**src/rtl/i2c_slave_pkg.sv**
```systemverilog
package i2c_slave_pkg;
  typedef struct packed {
    logic shiftEn;   // sample one bit into the shift register
    logic idxLoad;   // load index from received byte
    logic regWrite;  // store received byte, advance index
    logic rdLoad;    // load read byte into shifter, advance index
  } dpStrobe_t;
endpackage

```
**src/rtl/i2c_pin_filter.sv**
```systemverilog
module i2c_pin_filter #(
  parameter int FILT_CYCLES = 8
) (
  input  logic clk,
  input  logic rstN,
  input  logic pinIn,
  output logic level,
  output logic rise,
  output logic fall
);
  localparam int CW = $clog2(FILT_CYCLES + 1);
  localparam logic [CW-1:0] LAST = CW'(FILT_CYCLES - 1);

  logic [1:0] syncQ;
  logic [CW-1:0] cnt;
  logic levelQ;

  always_ff @(posedge clk or negedge rstN) begin
    if (!rstN) begin
      syncQ  <= 2'b11;
      cnt    <= '0;
      level  <= 1'b1;
      levelQ <= 1'b1;
    end else begin
      syncQ  <= {syncQ[0], pinIn};
      levelQ <= level;
      if (syncQ[1] == level) begin
        cnt <= '0;
      end else if (cnt == LAST) begin
        level <= syncQ[1];
        cnt   <= '0;
      end else begin
        cnt <= cnt + 1'b1;
      end
    end
  end

  assign rise = level & ~levelQ;
  assign fall = ~level & levelQ;
endmodule

```
**src/rtl/i2c_slave_ctrl.sv**
```systemverilog
module i2c_slave_ctrl
  import i2c_slave_pkg::*;
(
  input  logic       clk,
  input  logic       rstN,
  input  logic [1:0] idSel,
  input  logic       sclLevel,
  input  logic       sclRise,
  input  logic       sclFall,
  input  logic       sdaLevel,
  input  logic       sdaRise,
  input  logic       sdaFall,
  input  logic [7:0] shiftByte,
  input  logic [7:0] rdByte,
  output dpStrobe_t  strobe,
  output logic       sdaOe
);
  typedef enum logic [2:0] {S_IDLE, S_ADDR, S_INDEX, S_WRITE, S_READ} state_t;

  state_t     state;
  logic [3:0] bitCnt;
  logic       inAck, readMode, hostNack;
  logic [6:0] myAddr;

  always_comb begin
    case (idSel)
      2'b00:   myAddr = 7'h3C;
      2'b01:   myAddr = 7'h3D;
      2'b10:   myAddr = 7'h36;
      default: myAddr = 7'h37;
    endcase
  end

  logic startDet, stopDet, active, byteDone, ackEnd, addrHit;
  assign startDet = sdaFall & sclLevel;
  assign stopDet  = sdaRise & sclLevel;
  assign active   = (state != S_IDLE) & ~startDet & ~stopDet;
  assign byteDone = active & sclFall & ~inAck & (bitCnt == 4'd8);
  assign ackEnd   = active & sclFall & inAck;
  assign addrHit  = (shiftByte[7:1] == myAddr);

  always_comb begin
    strobe.shiftEn  = active & sclRise & ~inAck & (bitCnt != 4'd8);
    strobe.idxLoad  = byteDone & (state == S_INDEX);
    strobe.regWrite = byteDone & (state == S_WRITE);
    strobe.rdLoad   = ackEnd & (((state == S_ADDR) & readMode) |
                                ((state == S_READ) & ~hostNack));
  end

  always_ff @(posedge clk or negedge rstN) begin
    if (!rstN) begin
      state    <= S_IDLE;
      bitCnt   <= '0;
      inAck    <= 1'b0;
      readMode <= 1'b0;
      hostNack <= 1'b0;
      sdaOe    <= 1'b0;
    end else if (startDet) begin
      state  <= S_ADDR;
      bitCnt <= '0;
      inAck  <= 1'b0;
      sdaOe  <= 1'b0;
    end else if (stopDet) begin
      state  <= S_IDLE;
      bitCnt <= '0;
      inAck  <= 1'b0;
      sdaOe  <= 1'b0;
    end else if (state != S_IDLE) begin
      if (strobe.shiftEn) bitCnt <= bitCnt + 1'b1;
      if (state == S_READ && sclFall && !inAck && bitCnt != 4'd8 && bitCnt != 4'd0)
        sdaOe <= ~shiftByte[7];
      if (inAck && sclRise && state == S_READ) hostNack <= sdaLevel;
      if (byteDone) begin
        inAck <= 1'b1;
        case (state)
          S_ADDR: begin
            if (addrHit) begin
              sdaOe    <= 1'b1;
              readMode <= shiftByte[0];
            end else begin
              state <= S_IDLE;
            end
          end
          S_READ:  sdaOe <= 1'b0;
          default: sdaOe <= 1'b1;
        endcase
      end
      if (ackEnd) begin
        inAck  <= 1'b0;
        bitCnt <= '0;
        sdaOe  <= 1'b0;
        case (state)
          S_ADDR: begin
            state <= readMode ? S_READ : S_INDEX;
            if (readMode) sdaOe <= ~rdByte[7];
          end
          S_INDEX: state <= S_WRITE;
          S_READ: begin
            if (hostNack) state <= S_IDLE;
            else          sdaOe <= ~rdByte[7];
          end
          default: state <= state;
        endcase
      end
    end
  end
endmodule

```
**src/rtl/i2c_slave_dp.sv**
```systemverilog
module i2c_slave_dp
  import i2c_slave_pkg::*;
#(
  parameter int REG_DEPTH = 16
) (
  input  logic       clk,
  input  logic       rstN,
  input  dpStrobe_t  strobe,
  input  logic       sdaLevel,
  output logic [7:0] shiftByte,
  output logic [7:0] rdByte,
  output logic [7:0] index
);
  localparam int IDX_BITS = (REG_DEPTH > 1) ? $clog2(REG_DEPTH) : 1;
  localparam logic [8:0] DEPTH9 = 9'(REG_DEPTH);

  logic [7:0] regs [REG_DEPTH];
  logic       inRange;

  assign inRange = ({1'b0, index} < DEPTH9);
  assign rdByte  = inRange ? regs[index[IDX_BITS-1:0]] : 8'h00;

  always_ff @(posedge clk or negedge rstN) begin
    if (!rstN) begin
      for (int i = 0; i < REG_DEPTH; i++) regs[i] <= 8'h00;
      shiftByte <= 8'h00;
      index     <= 8'h00;
    end else begin
      if (strobe.shiftEn) shiftByte <= {shiftByte[6:0], sdaLevel};
      if (strobe.idxLoad) index <= shiftByte;
      if (strobe.regWrite) begin
        if (inRange) regs[index[IDX_BITS-1:0]] <= shiftByte;
        index <= index + 8'd1;
      end
      if (strobe.rdLoad) begin
        shiftByte <= rdByte;
        index     <= index + 8'd1;
      end
    end
  end
endmodule

```
**src/rtl/i2c_reg_slave.sv**
```systemverilog
module i2c_reg_slave
  import i2c_slave_pkg::*;
#(
  parameter int REG_DEPTH   = 16,
  parameter int FILT_CYCLES = 8
) (
  input  logic       clk,
  input  logic       pwrDownN,
  input  logic [1:0] idSel,
  input  logic       sclIn,
  input  logic       sdaIn,
  output logic       sdaOe
);
  logic sclLevel, sclRise, sclFall, sdaLevel, sdaRise, sdaFall;
  logic [7:0] shiftByte, rdByte, index;
  dpStrobe_t strobe;

  i2c_pin_filter #(.FILT_CYCLES(FILT_CYCLES)) u_sclFilt (
    .clk(clk), .rstN(pwrDownN), .pinIn(sclIn),
    .level(sclLevel), .rise(sclRise), .fall(sclFall));

  i2c_pin_filter #(.FILT_CYCLES(FILT_CYCLES)) u_sdaFilt (
    .clk(clk), .rstN(pwrDownN), .pinIn(sdaIn),
    .level(sdaLevel), .rise(sdaRise), .fall(sdaFall));

  i2c_slave_ctrl u_ctrl (
    .clk(clk), .rstN(pwrDownN), .idSel(idSel),
    .sclLevel(sclLevel), .sclRise(sclRise), .sclFall(sclFall),
    .sdaLevel(sdaLevel), .sdaRise(sdaRise), .sdaFall(sdaFall),
    .shiftByte(shiftByte), .rdByte(rdByte),
    .strobe(strobe), .sdaOe(sdaOe));

  i2c_slave_dp #(.REG_DEPTH(REG_DEPTH)) u_dp (
    .clk(clk), .rstN(pwrDownN), .strobe(strobe), .sdaLevel(sdaLevel),
    .shiftByte(shiftByte), .rdByte(rdByte), .index(index));
endmodule

```
**config.mk**
```make
export PLATFORM = sky130hd
export DESIGN_NAME = i2c_reg_slave
export DESIGN_NICKNAME = d
export VERILOG_FILES = /design/src/rtl/i2c_slave_pkg.sv /design/src/rtl/i2c_pin_filter.sv /design/src/rtl/i2c_slave_ctrl.sv /design/src/rtl/i2c_slave_dp.sv /design/src/rtl/i2c_reg_slave.sv
export SDC_FILE = /design/constraint.sdc
export NUM_CORES = 1
export LEC_CHECK = 0
export CORE_UTILIZATION = 45
export DETAILED_ROUTE_END_ITERATION = 8
export GPL_ROUTABILITY_DRIVEN = 0
export PLACE_DENSITY = 0.73
export SYNTH_ARGS = -nofsm -noshare
export SYNTH_HDL_FRONTEND = slang
export SYNTH_SLANG_ARGS = --single-unit
```
**constraint.sdc**
```tcl
create_clock -name clk -period 2.15 [get_ports clk]
set_input_delay 0.215 -clock clk [delete_from_list [all_inputs] [get_ports clk]]
set_output_delay 0.215 -clock clk [all_outputs]
set_load 0.02 [all_outputs]
```
# Word-level counts from Yosys, hierarchy flattened
# Cells that the tools add are included.
[word_totals]
register_bits = 171
elab_cells = 159
[classes]
add_sub_neg = 4
n_lt_le_gt_ge = 3
n_eq_ne = 14
mux = 48
bitwise = 34
reduce_logical = 24
[ops]
columns = ["operator", "n"]
rows = [
  ["bitwise mux 128 bit", 1],
  ["two-way mux 8 bit", 9],
  ["two-way mux 4 bit", 9],
  ["binary-select mux 8 bit (select 4 bit)", 1],
  ["demux 8 bit (select 4 bit)", 1],
  ["two-way mux 3 bit", 9],
  ["AND 1 bit", 20],
  ["two-way mux 1 bit", 14],
  ["adder 4 x 1 -> 4 bit (second input constant)", 3],
  ["NOT 1 bit", 12],
  ["case mux 4 bit (3 select lines)", 1],
  ["AND reduction 2 bit", 6],
  ["nonzero test 4 bit", 3],
  ["case mux 3 bit (3 select lines)", 1],
  ["nonzero test 3 bit", 3],
  ["adder 8 x 1 -> 8 bit (second input constant)", 1],
  ["== test 4 x 3 -> 1 bit (second input constant)", 2],
  ["less-than comparator 8 x 5 -> 1 bit (second input constant)", 1],
  ["== test 7 x 6 -> 1 bit", 1],
  ["logical AND 1 bit", 7],
  ["== test 3 x 2 -> 1 bit (second input constant)", 2],
  ["!= test 6 x 4 -> 1 bit (second input constant)", 1],
  ["AND reduction 6 bit", 1],
  [">= comparator 5 bit (second input constant)", 1],
  ["15 further kinds", 17],
]

# Depth between registers and ports, before layout
# Gate-level depths: netlist (run 1).
[logic_depth]
ltp_word = 16
depth_mapped = 8
mapped_depth_nobuf = 7

# Cells and area by module
# Synthesis (run 1) repeated with hierarchy kept, for this count alone.
[unflattened]
hier_cells = 624
hier_area_um2 = 8368.0
[modules_own_cells]
columns = ["module", "n_inst", "cells_each", "area_per_inst_um2"]
rows = [
  ["i2c_slave_dp", 1, 468, 6816.5],
  ["i2c_slave_ctrl", 1, 112, 895.9],
  ["i2c_pin_filter", 2, 22, 327.8],
]

# Worst setup path after synthesis (run 1)
# OpenSTA, ideal clock, no wires.
[synth_path]
path_kind = "register to register"
from = "register u_ctrl.bitCnt[0]"
to = "register u_dp.regs[14] (netlist name)"
setup_ns = 0.125
arrival_ns = 2.087
required_time_ns = 2.025
path_slack_ns = -0.062
path_stages_with_launch = 9
n_path_buf = 1
period_less_slack_ns = 2.212
cell_sequence = "dfrtp_1 -> inv_1 -> ha_1 -> nor2b_1 -> nand3_4 -> nor3_4 -> buf_12 -> nand3_4 -> mux2_4"
[synth_between]
elab_chain_len = 4
[synth_lines]
columns = ["item", "line", "source"]
rows = [
  ["start, declared", "i2c_slave_ctrl.sv:21", "logic [3:0] bitCnt;"],
  ["start signal, assigned", "i2c_slave_ctrl.sv:69", "if (strobe.shiftEn) bitCnt <= bitCnt + 1'b1;"],
  ["== test 4 bit", "i2c_slave_ctrl.sv:38", "assign byteDone = active & sclFall & ~inAck & (bitCnt == 4'd8);"],
  ["AND 1 bit", "i2c_slave_ctrl.sv:38", ""],
  ["AND 1 bit", "i2c_slave_ctrl.sv:45", "strobe.regWrite = byteDone & (state == S_WRITE);"],
  ["AND reduction 2 bit (no line)", "--", ""],
  ["end signal, assigned by index", "i2c_slave_dp.sv:32", "if (inRange) regs[index[IDX_BITS-1:0]] <= shiftByte;"],
  ["end, declared", "i2c_slave_dp.sv:17", "logic [7:0] regs [REG_DEPTH];"],
]
# No other way between the ends.
# A chain may end at the register's enable or synchronous reset.

# Worst setup path in the final report (run 1)
[layout_path]
from = "register u_sclFilt.levelQ"
to = "register u_dp.regs[20] (netlist name)"
[layout_between]
elab_chain_len = 6
[layout_lines]
columns = ["item", "line", "source"]
rows = [
  ["start, declared", "i2c_pin_filter.sv:16", "logic levelQ;"],
  ["start signal, assigned", "i2c_pin_filter.sv:26", "levelQ <= level;"],
  ["AND 1 bit", "i2c_pin_filter.sv:39", "assign fall = ~level & levelQ;"],
  ["AND 1 bit (3 in series)", "i2c_slave_ctrl.sv:38", ""],
  ["AND 1 bit", "i2c_slave_ctrl.sv:45", ""],
  ["AND reduction 2 bit (no line)", "--", ""],
]
# No other way between the ends.

==> flow_summary.ini, run 1 <==
[critical_path]
regToRegStartpoint = u_sclFilt.levelQ
r2r_end = u_dp.regs[20]
cp_max_fo = 8
crit_path_end_kind = flip-flop
cp-start-kind = flip-flop
ff2ff_path_depth = 6
arrival_ps = 2450
r2r_slack_ps = 20
crit_type = flip-flop to flip-flop
cp.required_ps = 2470

[yosys]
ys_types = 60
synth-warning-count = 0
synth-main-ff-cell = dfrtp_1
synth_seq_area_share = 0.510
synthArstFlopShare = 1.00
avgSynthCellArea_um2 = 14.4
synth_edf_count = 0
synthCells = 586
synth_area_mm2 = 0.00842
ys_ff_latch = 171
synth_fp_nets = 600

[placed_design]
numPortBuffers = 6
dp_cells = 824
hpwl_um = 11900

[finish]
syn2layout_area_growth_pct = 15.0
drive_gt1_frac = 0.444
final_common_cell = dfrtp_1
antenna_cells = 0
most-common-layout-cells = 162 x dfrtp_1, 91 x mux2_2, 41 x buf_4
num-nets-final = 636
stdcell_count = 864
fill_cells = 1470
final_util = 0.534

[clocking]
cts_buffers = 17
cts_tree = yes
clock-sinks = 171
clk_pin_slew_ps = 70
htreeDepth = 4
clk-insertion-delay-late_ps = 430
clockBufferDepth = 2
cts-root-buf = clkbuf_16

[routing]
dr_wl_met3_um = 843
ant_nets = 0
vias = 5129
dr_wl_met2_um = 9010
totalWireLength_um = 18400
top_layer = met4
viasPerCell = 5.94
routedWlPerCell_um = 21.3
drc = 2
first_pass_iters = 9
drt_iter0_markers = 311
wl_met1_um = 8160

[floorplan]
io_pins = 7
die_x_um = 139
row_count = 49
coreArea_mm2 = 0.0181
initial_core_util = 0.464
dieArea_mm2 = 0.0193
die_h_um = 139

[power]
switching_share = 0.259
leakage_nw = 4.44
combPwrFrac = 0.125
peakVddDrop_mv = 0.584
power_density_mw_per_mm2 = 778
internal_power_mw = 5.58
seqPwrFrac = 0.467
p_clk_frac = 0.408
p_switching_mw = 1.95

[sta]
rsz0062_at_grt = true
hold_ws_ps = 182
worst_pin_slew_ps = 749
final-setup-viol-count = 0
post-route-period-util = 0.991
max_freq_mhz = 469
hold_violations = 0
fin_crit_ps = 2130
slew_violations = 0
finalClockSkew_ps = 6.58
slew_headroom = 0.501

[min_path]
holdPathEnd = u_sdaFilt.syncQ[0]
hold_class = input pin to flip-flop
min_from = sdaIn
holdPathStages = 1

[global_route]
grt_start_max_net_pins = 59
first_global_vias = 5384
grt.total_usage = 0.201
antenna_found_initial = 0
grt-ovfl-total = 0
grt_pass1_wl_um = 29700

[status]
outcome = complete, but fails checks
violations = DRC

[job]
maxCapViolations = 0
per-layer routing:
metal | vias up | GRT usage
li1 | 2263 | -
met1 | 2687 | 0.261
met2 | 144 | 0.329
met3 | 35 | 0.0497
met4 | 0 | 0.0702
met5 | - | 0
state kept, by name (all words and copies together), names as in the netlist:
register and flops:
u_sclFilt.cnt 4, u_ctrl.readMode 1, u_ctrl.sdaOe 1, u_sdaFilt.syncQ 2, u_sclFilt.syncQ 2, u_sdaFilt.cnt 4, u_sclFilt.levelQ 1, u_sclFilt.level 1
u_ctrl.hostNack 1, u_ctrl.state 3, u_dp.index 8, u_sdaFilt.levelQ 1, u_ctrl.inAck 1, u_dp.shiftByte 8, u_ctrl.bitCnt 4, u_sdaFilt.level 1
u_dp.regs 128
worst max-delay path by stage:
stage	start	endpoint	slack [ps]	cells after the start
after floorplan	u_ctrl.bitCnt[0]	u_dp.regs[14]	6	8
after global placement	u_ctrl.bitCnt[0]	u_dp.regs[0]	-5	8
after detailed placement	u_ctrl.bitCnt[1]	u_dp.regs[5]	-40	8
after CTS	u_dp.index[0]	u_dp.shiftByte[1]	10	5
after global routing	u_ctrl.bitCnt[0]	u_dp.regs[23]	-70	8
final	u_sclFilt.levelQ	u_dp.regs[20]	20	6
synth_stat cells (all sizes together) (9+ instances only):
cell | n | share of area
dfrtp | 163 | 0.48
mux2 | 131 | 0.19
mux4 | 31 | 0.083
nor2 | 27 | 0.012
clkbuf | 24 | 0.011
nand3 | 21 | 0.032
nand2 | 18 | 0.0080
a22o | 15 | 0.016
buf | 14 | 0.010
mux2i | 13 | 0.015
a21oi | 11 | 0.0065
inv | 10 | 0.0045
nor3 | 9 | 0.0080
critical path, cell delays in order (launching register included):
cell	delay [ps]
dfstp_2	540
nor3b_4	260
nand3_4	120
nor3_4	320
buf_12	200
nand3_4	200
mux2_4	370
power by group through the flow:
stage	clock, mW	sequential (mW)	combinational [mW]
after global placement	0	3.57	0.790
final	3.07	3.52	0.942
after CTS	3.13	3.53	0.848
after global routing	3.26	3.54	1.04
after detailed placement	0	3.59	0.833
after floorplan	0	3.52	0.553
metrics by stage:
| step | cell area [um^2] | setup slack, ps | TNS [ps] | total power [mW] |
|---|---|---|---|---|
| 3_3_place_gp | 8960 | -5.40 | -21.6 | 4.36 |
| 3_5_place_dp | 8960 | -41.0 | -320 | 4.42 |
| 4_1_cts | 9560 | 10.8 | 0 | 7.50 |
| 2_1_floorplan | 8420 | 6.32 | 0 | 4.07 |
| 5_1_grt | 9680 | -65.8 | -2950 | 7.84 |
| 6_report | 9680 | 19.7 | 0 | 7.53 |
cell families (layout without fill, tap and decap cells):
family          Yosys count  in the layout  share of synthesized area
buf+inv                  48             97                     0.0254
simple gates            109            109                     0.0924
fa+ha+maj                 8              8                     0.0119
xor+xnor                  8              8                    0.00832
mux                     175            175                      0.291
compound gates           67             67                     0.0609
flops                   171            171                      0.510
layout make-up:
class                   count  area, um^2  share of cell area
flip-flops and latches    171        4290               0.443
multi-input cells         367        3960               0.409
repair buffers             55         515              0.0532
clock buffers              20         457              0.0472
well taps                 229         287              0.0296
clock inverters            12         134              0.0138
inverters                  10        37.5             0.00388
repair_timing:
| action | in CTS | in global routing |
|---|---|---|
| resized for setup | 1 | 9 |
| endpoints found under the setup margin | 27 | 91 |
| hold buffers | 1 | 0 |
| setup buffers | 0 | 6 |
| pin swaps | 0 | 5 |
| gates cloned | 0 | 1 |
| endpoints found under the hold margin | 47 | 0 |
No activity file was read; power rests on OpenSTA's default activity.
==> inputs of run 2 (changes only) <==
--- a/config.mk
+++ b/config.mk
@@ -9,6 +9,8 @@
 export DETAILED_ROUTE_END_ITERATION = 8
 export GPL_ROUTABILITY_DRIVEN = 0
 export PLACE_DENSITY = 0.73
+export SKIP_CTS_REPAIR_TIMING = 1
+export SLEW_MARGIN = 20
 export SYNTH_ARGS = -nofsm -noshare
 export SYNTH_HDL_FRONTEND = slang
 export SYNTH_SLANG_ARGS = --single-unit
==> run 2 against run 1 <==
  * The run still ends with DRC left
  * Global-route usage is the same
  * Cell count decreased by 0.23%
  * Hold slack improved by 1.9 ps
  * Via count down 0.62%
  * Sequential cell count is the same
==> flow_summary.ini, run 2 (synthesis results as in run 1) <==
[power]
seqPwrFrac = 0.470
p_switching_mw = 1.93
power.total_mw = 7.49
peakVddDrop_mv = 0.584
switching_share = 0.258
leakage_nw = 4.43
power_density_mw_per_mm2 = 774
internal_power_mw = 5.55
combPwrFrac = 0.120
p_clk_frac = 0.410

[job]
maxCapViolations = 0

[status]
violations = DRC
outcome = complete, but fails checks

[routing]
viasPerCell = 5.91
ant_nets = 0
routedWlPerCell_um = 21.3
vias = 5097
totalWireLength_um = 18300
drc = 2
drt_iter0_markers = 364
first_pass_iters = 6

[critical_path]
crit_path_end_kind = flip-flop
cp_max_fo = 8
cp-start-kind = flip-flop
crit_type = flip-flop to flip-flop
cp.required_ps = 2460
arrival_ps = 2400

[sta]
post-route-period-util = 0.973
hold_ws_ps = 184
fin_crit_ps = 2090
max_freq_mhz = 478
slew_headroom = 0.501
slew_violations = 0
fin_setup_tns_ps = 0
final-setup-viol-count = 0
finalClockSkew_ps = 7.34
worst_pin_slew_ps = 749
hold_violations = 0
setup_slack_ps = 58.5
rsz0062_at_grt = true

[floorplan]
die_h_um = 139
io_pins = 7
die_x_um = 139
row_count = 49
dieArea_mm2 = 0.0193
initial_core_util = 0.464
coreArea_mm2 = 0.0181

[clocking]
clock-sinks = 171
clk-insertion-delay-late_ps = 430
clk_pin_slew_ps = 70
clockBufferDepth = 2
cts_tree = yes
cts_buffers = 17
htreeDepth = 4
cts-root-buf = clkbuf_16

[finish]
reg.largest.list = u_dp.regs (128), u_dp.index (8), u_dp.shiftByte (8)
final_util = 0.533
regMostFlops = u_dp.regs
syn2layout_area_growth_pct = 15.0
num-nets-final = 634
most-common-layout-cells = 161 x dfrtp_1, 91 x mux2_2, 40 x mux2_4
final_common_cell = dfrtp_1
fill_cells = 1474
largest_register_ffs = 128
antenna_cells = 0
drive_gt1_frac = 0.445

[global_route]
first_global_vias = 5379
antenna_found_initial = 0
grt-ovfl-total = 0
grt.total_usage = 0.201
grt_pass1_wl_um = 29700
grt_start_max_net_pins = 59

[placed_design]
place_ws_ps = -41.0
numPortBuffers = 6
hpwl_um = 11900

[min_path]
hold_class = input pin to flip-flop
-- run 2: power groups by stage --
stage / Combinational (mW) / Sequential (mW) / Clock [mW]
final: 0.902 / 3.52 / 3.07
after CTS: 0.842 / 3.53 / 3.13
after floorplan: 0.553 / 3.52 / 0
after global placement: 0.790 / 3.57 / 0
after global routing: 0.995 / 3.54 / 3.26
after detailed placement: 0.833 / 3.59 / 0
-- run 2: stage by stage --
stage                     cell area, um^2  cells
after CTS                            9550    856
final                                9680    862
after global placement               8960    824
after detailed placement             8960    824
after floorplan                      8420    586
after global routing                 9680    862
-- run 2: path summary, 6_finish.rpt --
| check | cells past startpoint | slack [ps] | startpoint | to |
|---|---|---|---|---|
| hold / removal | 1 | 180 | sdaIn | u_sdaFilt.syncQ[0] |
| min in group asynchronous | 2 | 330 | pwrDownN | u_ctrl.bitCnt[2] |
| setup / recovery | 6 | 60 | u_dp.index[5] | u_dp.regs[14] |
| hold reg to reg | 0 | 360 | u_sdaFilt.syncQ[0] | u_sdaFilt.syncQ[1] |
| setup reg to reg | 6 | 60 | u_dp.index[5] | u_dp.regs[14] |
| max in group asynchronous | 3 | 1160 | pwrDownN | u_dp.regs[107] |
-- run 2: cell type report --
type	count	area, um^2	area share
inverter	10	37.5	0.00388
sequential	171	4290	0.444
timing repair buffer	53	500	0.0517
tap	229	287	0.0296
clock buffer	20	457	0.0472
multi-input combinational	367	3970	0.410
clock inverter	12	134	0.0138
-- run 2: critical path, cell delays in order (launching register included) --
cell,delay (ps)
dfrtp_2,450
nor4_4,320
nand2_2,110
nor3_4,320
buf_12,210
nand3_4,200
mux2_4,370
-- run 2: routing by layer --
| metal | wire length, um | global-route usage |
|---|---|---|
| met3 | 704 | 0.0501 |
| met2 | 8970 | 0.329 |
| met5 | 0 | 0 |
| met4 | 416 | 0.0702 |
| met1 | 8240 | 0.260 |
